**src/rtl/dimmer_pkg.sv**
```systemverilog
package dimmer_pkg;

  // Button vector bit positions
  localparam int unsigned BTN_OFF = 0;
  localparam int unsigned BTN_UP  = 1;
  localparam int unsigned BTN_DN  = 2;
  localparam int unsigned BTN_ON  = 3;
  localparam int unsigned BTN_N   = 4;

  // Encoded so that a larger value means a higher rank
  typedef enum logic [2:0] {
    ACT_NONE = 3'd0,
    ACT_DEC  = 3'd1,
    ACT_INC  = 3'd2,
    ACT_MAX  = 3'd3,
    ACT_CLR  = 3'd4
  } act_e;

  typedef enum logic {
    ST_IDLE = 1'b0,
    ST_HELD = 1'b1
  } hold_st_e;

  // Highest-ranked action among the buttons that are high now
  function automatic act_e act_from_buttons(input logic [BTN_N-1:0] b);
    act_e a;
    if (b[BTN_OFF])     a = ACT_CLR;
    else if (b[BTN_ON]) a = ACT_MAX;
    else if (b[BTN_UP]) a = ACT_INC;
    else if (b[BTN_DN]) a = ACT_DEC;
    else                a = ACT_NONE;
    return a;
  endfunction

  // Keep whichever of two actions ranks higher
  function automatic act_e act_merge(input act_e a, input act_e b);
    return (a > b) ? a : b;
  endfunction

endpackage

```
**src/rtl/dimmer_hold_fsm.sv**
```systemverilog
module dimmer_hold_fsm
  import dimmer_pkg::*;
#(
  parameter int unsigned N_BTN = BTN_N
) (
  input  logic             clk,
  input  logic             rst_n,
  input  logic [N_BTN-1:0] btn_i,
  output logic             held_o,
  output logic             press_evt_o,
  output logic             release_evt_o,
  output act_e             act_o
);

  hold_st_e st_q, st_d;
  act_e     act_q, act_d;
  logic     any_btn;
  act_e     cur_act;

  assign any_btn = |btn_i;
  assign cur_act = act_from_buttons(btn_i);

  always_comb begin
    st_d  = st_q;
    act_d = act_q;
    unique case (st_q)
      ST_IDLE: begin
        if (any_btn) begin
          st_d  = ST_HELD;
          act_d = cur_act;
        end
      end
      ST_HELD: begin
        if (any_btn) begin
          act_d = act_merge(act_q, cur_act);
        end else begin
          st_d  = ST_IDLE;
          act_d = ACT_NONE;
        end
      end
      default: begin
        st_d  = ST_IDLE;
        act_d = ACT_NONE;
      end
    endcase
  end

  always_ff @(posedge clk or negedge rst_n) begin
    if (!rst_n) begin
      st_q  <= ST_IDLE;
      act_q <= ACT_NONE;
    end else begin
      st_q  <= st_d;
      act_q <= act_d;
    end
  end

  assign held_o        = (st_q == ST_HELD);
  assign press_evt_o   = (st_q == ST_IDLE) && any_btn;
  assign release_evt_o = (st_q == ST_HELD) && !any_btn;
  assign act_o         = act_q;

endmodule

```
**src/rtl/dimmer_level_reg.sv**
```systemverilog
module dimmer_level_reg
  import dimmer_pkg::*;
#(
  parameter int unsigned LEVEL_W = 4
) (
  input  logic               clk,
  input  logic               rst_n,
  input  logic               apply_i,
  input  act_e               act_i,
  output logic [LEVEL_W-1:0] level_o
);

  localparam logic [LEVEL_W-1:0] LVL_MAX  = {LEVEL_W{1'b1}};
  localparam logic [LEVEL_W-1:0] LVL_ZERO = '0;
  localparam logic [LEVEL_W-1:0] LVL_ONE  = LEVEL_W'(1);

  logic [LEVEL_W-1:0] lvl_q;

  // Saturating level update for one action
  function automatic logic [LEVEL_W-1:0] level_next(
    input logic [LEVEL_W-1:0] cur,
    input act_e               a
  );
    logic [LEVEL_W-1:0] r;
    unique case (a)
      ACT_CLR: r = LVL_ZERO;
      ACT_MAX: r = LVL_MAX;
      ACT_INC: r = (cur == LVL_MAX)  ? cur : cur + LVL_ONE;
      ACT_DEC: r = (cur == LVL_ZERO) ? cur : cur - LVL_ONE;
      default: r = cur;
    endcase
    return r;
  endfunction

  always_ff @(posedge clk or negedge rst_n) begin
    if (!rst_n)       lvl_q <= LVL_ZERO;
    else if (apply_i) lvl_q <= level_next(lvl_q, act_i);
  end

  assign level_o = lvl_q;

endmodule

```
**src/rtl/dimmer_ctrl.sv**
```systemverilog
module dimmer_ctrl
  import dimmer_pkg::*;
#(
  parameter int unsigned LEVEL_W = 4
) (
  input  logic               clk,
  input  logic               rst_n,
  input  logic               btn_off_i,
  input  logic               btn_up_i,
  input  logic               btn_dn_i,
  input  logic               btn_on_i,
  output logic               press_o,
  output logic [LEVEL_W-1:0] level_o
);

  logic [BTN_N-1:0] btn_vec;
  logic             btn_any;
  logic             press_evt;
  logic             release_evt;
  act_e             fire_act;

  always_comb begin
    btn_vec          = '0;
    btn_vec[BTN_OFF] = btn_off_i;
    btn_vec[BTN_UP]  = btn_up_i;
    btn_vec[BTN_DN]  = btn_dn_i;
    btn_vec[BTN_ON]  = btn_on_i;
  end

  assign btn_any = |btn_vec;

  dimmer_hold_fsm #(
    .N_BTN(BTN_N)
  ) u_fsm (
    .clk          (clk),
    .rst_n        (rst_n),
    .btn_i        (btn_vec),
    .held_o       (press_o),
    .press_evt_o  (press_evt),
    .release_evt_o(release_evt),
    .act_o        (fire_act)
  );

  dimmer_level_reg #(
    .LEVEL_W(LEVEL_W)
  ) u_level (
    .clk    (clk),
    .rst_n  (rst_n),
    .apply_i(release_evt),
    .act_i  (fire_act),
    .level_o(level_o)
  );

endmodule

```
**config.mk**
```make
export PLATFORM = sky130hd
export DESIGN_NAME = dimmer_ctrl
export DESIGN_NICKNAME = d
export VERILOG_FILES = /design/src/rtl/dimmer_pkg.sv /design/src/rtl/dimmer_hold_fsm.sv /design/src/rtl/dimmer_level_reg.sv /design/src/rtl/dimmer_ctrl.sv
export SDC_FILE = /design/constraint.sdc
export NUM_CORES = 1
export LEC_CHECK = 0
export CAP_MARGIN = 20
export CORE_MARGIN = 4
export CORE_UTILIZATION = 51
export CTS_CLUSTER_DIAMETER = 60
export DETAILED_ROUTE_END_ITERATION = 7
export PLACE_DENSITY = 0.76
export SYNTH_ARGS = -nofsm -noshare
export SYNTH_HDL_FRONTEND = slang
export SYNTH_SLANG_ARGS = --single-unit
```
**constraint.sdc**
```tcl
create_clock -name clk -period 1.95 [get_ports clk]
set_input_delay 0.39 -clock clk [delete_from_list [all_inputs] [get_ports clk]]
set_output_delay 0.39 -clock clk [all_outputs]
set_load 0.05 [all_outputs]
```
* Word-level counts from Yosys, hierarchy flattened
Index checks and enable logic that the tools add are counted.
Operators by class: add/sub/neg operators 2, magnitude comparators 1, equality and inequality tests 9, muxes and demuxes 12, bitwise operators 1, reductions and logical operators 7
Operators with widths (number):
- 3-bit two-way mux | 6
- 4-bit case mux with 4 select lines | 1
- 4-bit two-way mux | 2
- 3-bit by 2-bit equality test with 1-bit output, second input constant | 2
- 3-bit case mux with 2 select lines | 1
- 4-bit by 1-bit adder with 4-bit output, second input constant | 1
- 4-bit equality test, second input constant | 1
- 4-bit zero test | 1
- 2-bit inequality test, second input constant | 2
- 4-bit AND reduction | 1
- 4-bit nonzero test | 1
- 4-bit OR reduction | 1
- 4-bit by 1-bit subtractor with 4-bit output, second input constant | 1
- 3-bit by 1-bit equality test with 1-bit output, second input constant | 1
- 3-bit equality test, second input constant | 1
- 3-bit > comparator | 1
- 3-bit inequality test, second input constant | 1
- 1-bit two-way mux | 2
- 2-bit by 1-bit inequality test with 1-bit output, second input constant | 1
- 2-bit AND reduction | 1
- 1-bit logical AND | 1
- 1-bit zero test | 1
- 1-bit NOT | 1
Word-level totals: register bits after elaboration 8, output and inout bits 5, word-level logic and storage cells 35

* Depth between registers and ports, before layout
Gate-level depths: netlist of run 1.
depth in word-level cells 8, gate-level depth with buffers 9, depth with buffers taken out 8

* Cells and area by module
From an unflattened synthesis of run 1, not the netlist that was laid out.
Second synthesis, totals: cell total of the unflattened synthesis 77, area total of the unflattened synthesis 714.4 um2
Modules (own cells, without submodules):
- dimmer_level_reg | times used 1, cells an instance 47, area an instance 409.1 um2
- dimmer_hold_fsm | times used 1, cells an instance 30, area an instance 305.3 um2

* Least setup slack after synthesis of run 1
Ideal clock, no wire load.
path kind input -> register, start input btn_up_i, end register u_fsm.act_q[0] (netlist: u_fsm.act_o[0]), data arrival time 1.839 ns, setup slack -0.015 ns, cell stages on the path 7, cell sequence o21ai_0 -> ha_1 -> nor2b_1 -> o21a_1 -> o21ai_1 -> nor2_1 -> a311o_1
Between the ends: word-level cells in the longest chain between the ends 6
RTL lines:
- start, declared | RTL line dimmer_ctrl.sv:9 | input logic btn_up_i,
- 3-bit two-way mux | RTL line dimmer_pkg.sv:29 | else if (b[BTN_UP]) a = ACT_INC;
- 3-bit two-way mux | RTL line dimmer_pkg.sv:28 | else if (b[BTN_ON]) a = ACT_MAX;
- 3-bit two-way mux | RTL line dimmer_pkg.sv:27 | if (b[BTN_OFF]) a = ACT_CLR;
- 3-bit > comparator / 3-bit two-way mux (equally long branches) | RTL line dimmer_pkg.sv:37 | return (a > b) ? a : b;
- 3-bit inequality test (no source line) / 3-bit two-way mux (equally long branches)
- 2-bit AND reduction (no source line) / 3-bit case mux with 2 select lines (equally long branches)
- end signal, assigned | RTL line dimmer_hold_fsm.sv:54 | act_q <= act_d;
- end, declared | RTL line dimmer_hold_fsm.sv:16 | act_e act_q, act_d;
Parallel ways exist; a longest one is shown, timed or not. The select of a mux whose other input is x is not followed. A chain may end at the register's enable or synchronous reset.

* Worst setup path after layout of run 1
start input btn_on_i, end register u_fsm.act_q[1] (netlist: u_fsm.act_o[1])
Between the ends: word-level cells in the longest chain between the ends 5
RTL lines:
- start, declared | RTL line dimmer_ctrl.sv:11 | input logic btn_on_i,
- 3-bit two-way mux | RTL line dimmer_pkg.sv:28
- 3-bit two-way mux | RTL line dimmer_pkg.sv:27
- 3-bit > comparator / 3-bit two-way mux (equally long branches) | RTL line dimmer_pkg.sv:37
- 3-bit inequality test (no source line) / 3-bit two-way mux (equally long branches)
- 2-bit AND reduction (no source line) / 3-bit case mux with 2 select lines (equally long branches)
Parallel ways exist; a longest one is shown, timed or not. The select of a mux whose other input is x is not followed.

==> out/qor.csv, run 1 <==
stage,metric,value,unit
timing,setup_tns,0,ns
synthesis,top cell type's share of synthesized area,28.1,%
synthesis,Post-synth top flop,dfrtp_1,
finish,area of the multi-input gates,469,µm²
clocking,clock slew at reported path FFs,0.05,ns
timing,Setup-failing EPs final,0,
finish,FF+latch area,203,µm²
synthesis,synth top area cells,"dfrtp_1, ha_1, nand2_1",
min_path,Hold/Removal Path Class,in2async,
die,num rows,13,
finish,diodes inserted,0,
critical_path,"Max FO, Critical Path",4,
critical_path,CP cell instances,"dlygate4sd2_1, buf_4, o21a_1, ha_2, nor2b_1, o21a_1, o21ai_2, buf_4, nor2b_1, a311o_1",
global_route,gr ovfl total,0,
placement,placed inst area,872,µm²
route,drt wl/cell,14.8,µm
power,PwrDens,1510,nW/µm²
status,status,"complete, no violations",
critical_path,critical path endpoint category,flop,
clocking,Root Driver,clkbuf_4,
die,Die Area,2060,µm²
critical_path,worst setup path class,in2reg,
timing,period utilisation layout,95.9,%
power,Power Total,0.00138,W
synthesis,Async SR Flop Fraction,100,%
power,leak pwr,0.403,nW
clocking,worst-case clock buffer depth,2,
die,Die Wd,45.4,µm
finish,post-route cell area,916,µm²
timing,pins over their slew limit,0,
synthesis,Post-Syn Nets,92,
placement,hpwl dp,1.36,mm
placement,GPL Wtd Cong,0.832,
synthesis,#FFs+latches synth,8,
timing,RSZ-0062 raised after global routing,no,
timing,skew final,0.00127,ns
route,Vias/cell,6.05,
clocking,Post-CTS Hold Fix Bufs,0,
die,I/O Pins,11,
synthesis,post-synthesis sequential area ratio,28.1,%
die,die height,45.4,µm
clocking,total clock sinks,8,
global_route,first-pass GRT wire length,3.11,mm
die,Starting Density,54.7,%
critical_path,Crit path required time,2.09,ns
finish,FILL cells,105,
route,post-route ant nets,0,
critical_path,CP arrival,2.01,ns
global_route,largest net degree at the start of global routing,13,
synthesis,syn_area_per_cell,8.68,µm²
timing,measured slew at the worst slew-check pin,0.350,ns
job,max cap viols,0,
synthesis,Synth area leader,dfrtp_1,
timing,fmax,535,MHz
timing,WHS,0.406,ns
timing,minimum clock period,1.87,ns
synthesis,Mapped Area,712,µm²
synthesis,yosys synthesis warning count,0,
finish,layout overhead on the synthesized area,28.6,%
finish,"most common cell after layout, fill and taps aside",buf_4,
critical_path,reg2reg setup slack,0.12,ns
finish,nets@finish,116,
clocking,H-tree Lvls,1,
finish,highest-count cells in the layout ignoring fill and taps,"buf_4, nand2_1, dfrtp_1",
critical_path,type of origin of the critical path,input port,
clocking,Num CTS Buffers,3,
route,drt drc,0,
route,final WL,1.77,mm
die,core area,1300,µm²
critical_path,max incr delay on CP,0.27,ns
synthesis,Post-synth EDFFs,0,
synthesis,cells after synthesis,82,
global_route,gr usage total,21.4,%
timing,final hold vios,0,
clocking,CTS tree,built,
global_route,initial antenna violation count,0,
placement,PortBufs,10,
timing,Rel. slew slack,76.6,%
clocking,clk_lat worst skew,0.25,ns
global_route,vias in the first global route,724,
critical_path,slowest cell on the critical path,a311o_1,
route,TritonRoute pass-1 iters,4,
route,starting DRC count in detailed routing,13,
power,VDD IR max,0.00122,V
route,vias post-DR,726,
finish,layout cell share with drive strength beyond 1,32.4,%
synthesis,synth unique cells,39,
-- sequential cells by signal, summed over array words and instances, names as in the netlist --
| name | flops |
|---|---|
| u_fsm.held_o | 1 |
| u_fsm.act_o | 3 |
| u_level.level_o | 4 |
-- per-layer routing --
metal,part of all wire [%],wire length [µm],global-route usage (%)
met1,42,739,27.8
met2,51,906,33.3
met3,7.1,125,7.17
met4,0,0,7.02
met5,0,0,0
-- synth_stat cells, drive strengths merged, types with 2 or more instances --
library cell  number
xnor2              2
a311o              2
nor2               5
buf                3
nand2              8
dfrtp              8
nor4               2
a21oi              5
ha                 4
nor3               3
o21a               4
nor2b              4
inv                4
o21ai              7
nand3              2
-- timing repair --
item | 4_1_cts | 5_1_grt
resized for setup | 8 | 3
setup endpoints to repair | 3 | 4
pin swaps | 5 | 5
setup buffers | 2 | 0
-- critical path, delay by kind of cell --
family                     cells  cell delay, ns
adders and majority gates      1            0.17
AOI/OAI and AO/OA              4            0.67
and+or+nand+nor                2            0.23
buffers and inverters          3            0.53
-- per-stage QoR --
step,setup slack (ns),util (%),cells
6_report,0.0798,70.4,120
3_3_place_gp,-0.476,67.0,114
3_5_place_dp,-0.549,67.0,114
4_1_cts,0.0452,70.6,120
2_1_floorplan,0.00416,-,82
5_1_grt,0.0135,70.4,120
-- power by group --
group / internal (W) / switching, W / total, W
logic: 0.000395 / 0.000479 / 0.000874
registers: 0.000235 / 0.000135 / 0.000369
clock network: 0.0000783 / 0.0000570 / 0.000135
total: 0.000708 / 0.000671 / 0.00138
-- final cells by class --
| class | count | share of cell area (%) |
|---|---|---|
| clock buffer | 4 | 2.87 |
| inverter | 4 | 1.64 |
| multi-input combinational | 65 | 51.2 |
| sequential | 8 | 22.1 |
| tap | 15 | 2.05 |
| timing repair buffer | 24 | 20.1 |
-- cells by family (layout without fill, tap and decap cells) --
kind of cell	Yosys count	after routing	synth area share, %
adder cells (fa/ha/maj)	4	4	7.03
flip-flops	8	8	28.1
XOR/XNOR	2	2	2.46
AND/OR/NAND/NOR	29	29	24.1
multiplexers	1	1	1.41
buffers and inverters	9	32	7.38
AO/OA/AOI/OAI	29	29	29.5
-- final timing paths --
check,from,end,cells past startpoint
setup / recovery,btn_on_i,u_fsm.act_o[1],10
min in group clk,btn_up_i,u_fsm.held_o,4
max in group asynchronous,rst_n,u_fsm.act_o[2],1
hold reg to reg,u_level.level_o[1],u_level.level_o[1],1
setup reg to reg,u_fsm.act_o[1],u_fsm.act_o[2],7
hold / removal,rst_n,u_level.level_o[2],1
Power figures use the tool's default switching activity.
==> inputs of run 2 (changes only) <==
--- a/config.mk
+++ b/config.mk
@@ -7,10 +7,9 @@
 export LEC_CHECK = 0
 export CAP_MARGIN = 20
 export CORE_MARGIN = 4
-export CORE_UTILIZATION = 51
+export CORE_UTILIZATION = 30
 export CTS_CLUSTER_DIAMETER = 60
 export DETAILED_ROUTE_END_ITERATION = 7
-export PLACE_DENSITY = 0.76
 export SYNTH_ARGS = -nofsm -noshare
 export SYNTH_HDL_FRONTEND = slang
 export SYNTH_SLANG_ARGS = --single-unit
==> run 2 against run 1 <==
- via count down 3.6%
- clock skew up 0.0075 ns
- non-clock buffer count up 2
- core utilization down 28 points
==> out/qor.csv, run 2 (synthesis gave the netlist of run 1 again) <==
stage,metric,value,unit,change
timing,RSZ-0062 raised after global routing,yes,,was no
die,I/O Pins,11,,unchanged
placement,PortBufs,10,,unchanged
route,final WL,1.74,mm,was 1.77 mm
timing,minimum clock period,1.87,ns,about the same
route,post-route ant nets,0,,unchanged
finish,utilization after layout,42.8,%,was 70.4%
clocking,Root Driver,clkbuf_4,,unchanged
global_route,first-pass GRT wire length,2.96,mm,was 3.11 mm
clocking,clock slew at reported path FFs,0.06,ns,was 0.05 ns
global_route,vias in the first global route,673,,was 724
route,drt wl/cell,12.9,µm,was 14.8 µm
placement,DP Cell Count,130,,was 114
timing,skew final,0.00873,ns,was 0.00127 ns
critical_path,Bufs and invs on worst path,2,,was 3
critical_path,max incr delay on CP,0.27,ns,about the same
critical_path,Crit path required time,2.08,ns,was 2.09 ns
clocking,H-tree Lvls,1,,unchanged
critical_path,worst setup path class,in2reg,,unchanged
timing,fmax,536,MHz,was 535 MHz
timing,Setup-failing EPs final,0,,unchanged
finish,Final Non-Filler Cells,135,,was 120
power,Power Total,0.00137,W,was 0.00138 W
placement,hpwl dp,1.28,mm,was 1.36 mm
finish,layout cell share with drive strength beyond 1,33.6,%,was 32.4%
die,Die Area,3220,µm²,was 2060 µm²
finish,highest-count cells in the layout ignoring fill and taps,"buf_4, nand2_1, dfrtp_1",,unchanged
clocking,clk_lat worst skew,0.26,ns,was 0.25 ns
placement,GPL Wtd Cong,0.852,,was 0.832
die,Die Wd,56.7,µm,was 45.4 µm
die,core area,2230,µm²,was 1300 µm²
timing,measured slew at the worst slew-check pin,0.346,ns,was 0.350 ns
finish,max reg flops,4,,unchanged
min_path,Hold/Removal Path Class,in2async,,unchanged
placement,Place WS,-0.504,ns,was -0.549 ns
route,TritonRoute pass-1 iters,4,,unchanged
global_route,gr ovfl total,0,,unchanged
critical_path,critical path endpoint category,flop,,unchanged
timing,setup_tns,0,ns,unchanged
finish,area of the multi-input gates,472,µm²,was 469 µm²
clocking,CTS tree,built,,unchanged
route,drt drc,0,,unchanged
finish,diodes inserted,0,,unchanged
clocking,worst-case clock buffer depth,2,,unchanged
critical_path,type of origin of the critical path,input port,,unchanged
timing,final hold vios,0,,unchanged
critical_path,slowest cell on the critical path,a311o_1,,unchanged
die,die height,56.7,µm,was 45.4 µm
clocking,Num CTS Buffers,3,,unchanged
finish,"most common cell after layout, fill and taps aside",buf_4,,unchanged
status,status,"complete, no violations",,unchanged
global_route,largest net degree at the start of global routing,14,,was 13
power,leak pwr,0.413,nW,was 0.403 nW
job,max cap viols,0,,unchanged
route,vias post-DR,700,,was 726
critical_path,CP arrival,2.00,ns,was 2.01 ns
die,num rows,17,,was 13
route,Vias/cell,5.19,,was 6.05
finish,FF+latch area,203,µm²,unchanged
global_route,initial antenna violation count,0,,unchanged
clocking,total clock sinks,8,,unchanged
finish,nets@finish,118,,was 116
timing,Rel. slew slack,76.9,%,was 76.6%
timing,pins over their slew limit,0,,unchanged
timing,period utilisation layout,95.7,%,was 95.9%
timing,Setup WS post-layout,0.0845,ns,was 0.0798 ns
die,Starting Density,31.9,%,was 54.7%
critical_path,"Max FO, Critical Path",4,,unchanged
critical_path,CP top delay family,compound AO/OA/AOI/OAI gates,,unchanged
route,starting DRC count in detailed routing,9,,was 13
critical_path,CP cell instances,"dlygate4sd2_1, nor2b_1, o21a_1, ha_2, nor2b_1, o21a_1, o21ai_2, buf_4, and3_1, a311o_1",,"was dlygate4sd2_1, buf_4, o21a_1, ha_2, nor2b_1, o21a_1, o21ai_2, buf_4, nor2b_1, a311o_1"
global_route,gr usage total,11.4,%,was 21.4%
power,PwrDens,1430,nW/µm²,was 1510 nW/µm²
finish,FILL cells,240,,was 105
power,VDD IR max,0.000732,V,was 0.00122 V
finish,layout overhead on the synthesized area,34.3,%,was 28.6%
[run 2: cell count changes in the layout (fill, tap and decap cells not counted), sizes merged]
| cell | previous run | this run |
|---|---|---|
| buf | 19 | 21 |
| clkbuf | 5 | 4 |
| clkdlybuf4s15 | 0 | 2 |
| dlygate4sd2 | 3 | 2 |
[run 2: what timing repair did]
item / in CTS / in global routing
endpoints found under the setup margin: 3 / 3
resized for setup: 8 / 4
buffers inserted: 1 / 0
hold buffers: 0 / 0
pin swaps: 4 / 5
[run 2: where the power goes]
part	switching [W]	leakage [nW]	total, W	internal, W
clock network	0.0000618	0.0150	0.000140	0.0000786
logic	0.000467	0.306	0.000865	0.000399
registers	0.000131	0.0919	0.000365	0.000234
[run 2: cell type report]
| type | instances | share of cell area [%] |
|---|---|---|
| Clock buffer | 4 | 2.75 |
| Inverter | 4 | 1.57 |
| Multi-Input combinational cell | 65 | 49.3 |
| Sequential cell | 8 | 21.2 |
| Tap cell | 28 | 3.66 |
| Timing Repair Buffer | 26 | 21.5 |
[run 2: final timing paths]
path	startpoint	slack (ns)	depth (start not counted)	end
max	btn_dn_i	0.08	10	u_fsm.act_o[0]
min	rst_n	0.40	1	u_level.level_o[2]
max reg2reg	u_fsm.act_o[1]	0.17	8	u_level.level_o[2]
min reg2reg	u_level.level_o[1]	0.63	1	u_level.level_o[1]
max in group asynchronous	rst_n	1.27	1	u_fsm.act_o[2]
min in group clk	btn_off_i	0.62	3	u_fsm.act_o[2]
[run 2: routing by layer]
layer  vias up  global-route usage, %  share of wire (%)
li1        354                      -                  -
met1       335                   14.5                 49
met2         9                   19.3                 48
met3         2                   1.84                2.9
met4         0                   4.07               0.63
met5         -                      0                  0
[run 2: stage by stage]
step / hold WS, ns / area, µm²
global placement: 0.605 / 911
detailed placement: 0.605 / 911
floorplan: 0.0944 / 713
global route: 0.416 / 956
finish: 0.396 / 956
CTS: 0.399 / 950
==> inputs of run 3 (changes only) <==
--- a/config.mk
+++ b/config.mk
@@ -5,11 +5,13 @@
 export SDC_FILE = /design/constraint.sdc
 export NUM_CORES = 1
 export LEC_CHECK = 0
-export CAP_MARGIN = 20
+export CAP_MARGIN = 0
 export CORE_MARGIN = 4
 export CORE_UTILIZATION = 30
 export CTS_CLUSTER_DIAMETER = 60
 export DETAILED_ROUTE_END_ITERATION = 7
+export SLEW_MARGIN = 20
 export SYNTH_ARGS = -nofsm -noshare
 export SYNTH_HDL_FRONTEND = slang
+export SYNTH_HIERARCHICAL = 1
 export SYNTH_SLANG_ARGS = --single-unit
==> run 3 against run 2 <==
- non-clock buffer count increased by 1
- clock-buffer cell count decreased by 1
- clock skew is 0.0080 ns lower
- global-route usage is 0.16 points higher
- register-to-register slack lost 0.14 ns
- highest routed layer is now met3
- die area decreased by 0.16%
- first-iteration DRC count rose by 89%
- maximum frequency decreased by 2.8%
- synthesized area down 0.18%
- cell count shrank 2.2%
==> out/qor.csv, run 3 <==
stage,metric,value,unit,change
finish,FILL cells,217,,was 240
min_path,Hold/Removal Path Class,in2async,,unchanged
timing,Setup-failing EPs final,0,,unchanged
power,Psw,0.000819,W,was 0.000659 W
route,post-route ant nets,0,,unchanged
power,Comb pwr share,72.5,%,was 63.1%
global_route,initial antenna violation count,0,,unchanged
finish,"most common cell after layout, fill and taps aside",buf_4,,unchanged
placement,Place WS,-0.320,ns,was -0.504 ns
critical_path,critical path endpoint category,flop,,unchanged
finish,nets@finish,117,,was 118
critical_path,slowest cell on the critical path,or3b_4,,was a311o_1
power,leak pwr,0.454,nW,was 0.413 nW
timing,Rel. slew slack,70.7,%,was 76.9%
timing,skew final,0.000731,ns,was 0.00873 ns
critical_path,CP arrival,2.05,ns,was 2.00 ns
clocking,Post-CTS Hold Fix Bufs,0,,unchanged
timing,minimum clock period,1.92,ns,was 1.87 ns
critical_path,"Max FO, Critical Path",3,,was 4
critical_path,Crit path required time,2.08,ns,about the same
clocking,Num CTS Buffers,3,,unchanged
route,final WL,1.86,mm,was 1.74 mm
clocking,total clock sinks,8,,unchanged
finish,diodes inserted,0,,unchanged
route,TritonRoute pass-1 iters,4,,unchanged
power,Clk pwr share,7.1,%,was 10.2%
synthesis,Post-Syn Nets,87,,was 92
synthesis,Mapped Area,711,µm²,was 712 µm²
critical_path,CP cell instances,"or3b_4, clkinv_4, ha_4, a31o_4, a221oi_2, o211ai_1, o221a_1",,"was dlygate4sd2_1, nor2b_1, o21a_1, ha_2, nor2b_1, o21a_1, o21ai_2, buf_4, and3_1, a311o_1"
route,Vias/cell,5.39,,was 5.19
die,Starting Density,31.8,%,was 31.9%
die,core area,2230,µm²,unchanged
finish,post-route cell area,1040,µm²,was 956 µm²
timing,pins over their slew limit,0,,unchanged
clocking,Root Driver,clkbuf_4,,unchanged
synthesis,syn_area_per_cell,9.35,µm²,was 8.68 µm²
power,PwrDens,1650,nW/µm²,was 1430 nW/µm²
synthesis,cells after synthesis,76,,was 82
placement,PortBufs,10,,unchanged
clocking,clk_lat worst skew,0.25,ns,was 0.26 ns
critical_path,worst setup path class,reg2reg,,was in2reg
die,Die Wd,56.7,µm,about the same
global_route,vias in the first global route,664,,was 673
critical_path,max incr delay on CP,0.43,ns,was 0.27 ns
timing,measured slew at the worst slew-check pin,0.436,ns,was 0.346 ns
critical_path,Bufs and invs on worst path,1,,was 2
power,Flop pwr share,20.4,%,was 26.6%
route,vias post-DR,711,,was 700
critical_path,CP top delay family,compound AO/OA/AOI/OAI gates,,unchanged
timing,final hold vios,0,,unchanged
power,Switching Share,47.9,%,was 48.1%
route,drt drc,0,,unchanged
clocking,worst-case clock buffer depth,2,,unchanged
job,max cap viols,0,,unchanged
global_route,gr usage total,11.6,%,was 11.4%
power,P_int,0.000890,W,was 0.000712 W
synthesis,yosys synthesis warning count,6,,was 0
placement,GPL Wtd Cong,0.843,,was 0.852
finish,max reg flops,4,,unchanged
finish,layout overhead on the synthesized area,45.8,%,was 34.3%
timing,period utilisation layout,98.4,%,was 95.7%
clocking,clock slew at reported path FFs,0.05,ns,was 0.06 ns
timing,fmax,521,MHz,was 536 MHz
placement,hpwl dp,1.37,mm,was 1.28 mm
die,Die Area,3210,µm²,was 3220 µm²
global_route,largest net degree at the start of global routing,12,,was 14
die,die height,56.7,µm,about the same
finish,layout cell share with drive strength beyond 1,39.4,%,was 33.6%
status,status,"complete, no violations",,unchanged
global_route,gr ovfl total,0,,unchanged
critical_path,type of origin of the critical path,flop,,was input port
timing,Setup WS post-layout,0.0315,ns,was 0.0845 ns
die,I/O Pins,11,,unchanged
placement,placed inst area,957,µm²,was 911 µm²
clocking,H-tree Lvls,1,,unchanged
global_route,first-pass GRT wire length,2.95,mm,was 2.96 mm
power,VDD IR max,0.00121,V,was 0.000732 V
timing,RSZ-0062 raised after global routing,yes,,unchanged
finish,highest-count cells in the layout ignoring fill and taps,"buf_4, dfrtp_1, inv_1, a21oi_1, ha_1",,"was buf_4, nand2_1, dfrtp_1"
die,num rows,17,,unchanged
route,starting DRC count in detailed routing,17,,was 9
clocking,CTS tree,built,,unchanged
route,drt wl/cell,14.1,µm,was 12.9 µm
-- run 3: per-stage QoR --
stage | utilization [%] | power (W) | setup TNS [ns] | hold WS (ns) | cells
after global routing | 46.4 | 0.00186 | -0.0656 | 0.434 | 132
final | 46.4 | 0.00171 | 0 | 0.416 | 132
after CTS | 44.0 | 0.00162 | 0 | 0.417 | 129
after detailed placement | 42.9 | 0.00148 | -0.954 | 0.598 | 126
after global placement | 42.9 | 0.00145 | -0.925 | 0.595 | 126
after floorplan | - | 0.00116 | -0.0658 | 0.0944 | 76
-- run 3: worst paths after layout --
path / startpoint / end / slack, ns / cells after the start
worst max-delay path: u_fsm/act_o[1] / u_level/level_o[3] / 0.03 / 7
worst min-delay path: rst_n / u_level/level_o[2] / 0.42 / 1
worst max register to register: u_fsm/act_o[1] / u_level/level_o[3] / 0.03 / 7
worst min register to register: u_fsm/held_o / u_fsm/act_o[0] / 0.64 / 1
max in group asynchronous: rst_n / u_fsm/act_o[2] / 1.28 / 1
min in group clk: btn_off_i / u_fsm/act_o[2] / 0.63 / 4
-- run 3: final cells by class --
| type | instances | area (µm²) | area share, % |
|---|---|---|---|
| clock buffers | 3 | 22.5 | 2.17 |
| inverters | 7 | 31.3 | 3.02 |
| flip-flops and latches | 8 | 200 | 19.3 |
| multi-input cells | 59 | 522 | 50.4 |
| well taps | 28 | 35.0 | 3.38 |
| repair buffers | 27 | 225 | 21.7 |
-- run 3: routing by layer --
metal,vias up,global-route usage [%],share of wire (%)
met5,-,0,0
met1,339,14.6,41
li1,353,-,-
met2,19,19.6,54
met3,0,4.14,5.0
met4,0,1.02,0
-- run 3: timing repair --
item	CTS	global route
pin swaps	1	5
endpoints found under the hold margin	0	0
gates resized for setup	2	10
setup buffers	0	3
endpoints found under the setup margin	3	4
-- run 3: power by group through the flow --
stage | Clock [W] | Sequential, W | Combinational [W]
2_1_floorplan | 0 | 0.000509 | 0.000651
3_3_place_gp | 0 | 0.000344 | 0.00111
3_5_place_dp | 0 | 0.000351 | 0.00113
4_1_cts | 0.000127 | 0.000350 | 0.00115
5_1_grt | 0.000141 | 0.000370 | 0.00135
6_report | 0.000121 | 0.000349 | 0.00124
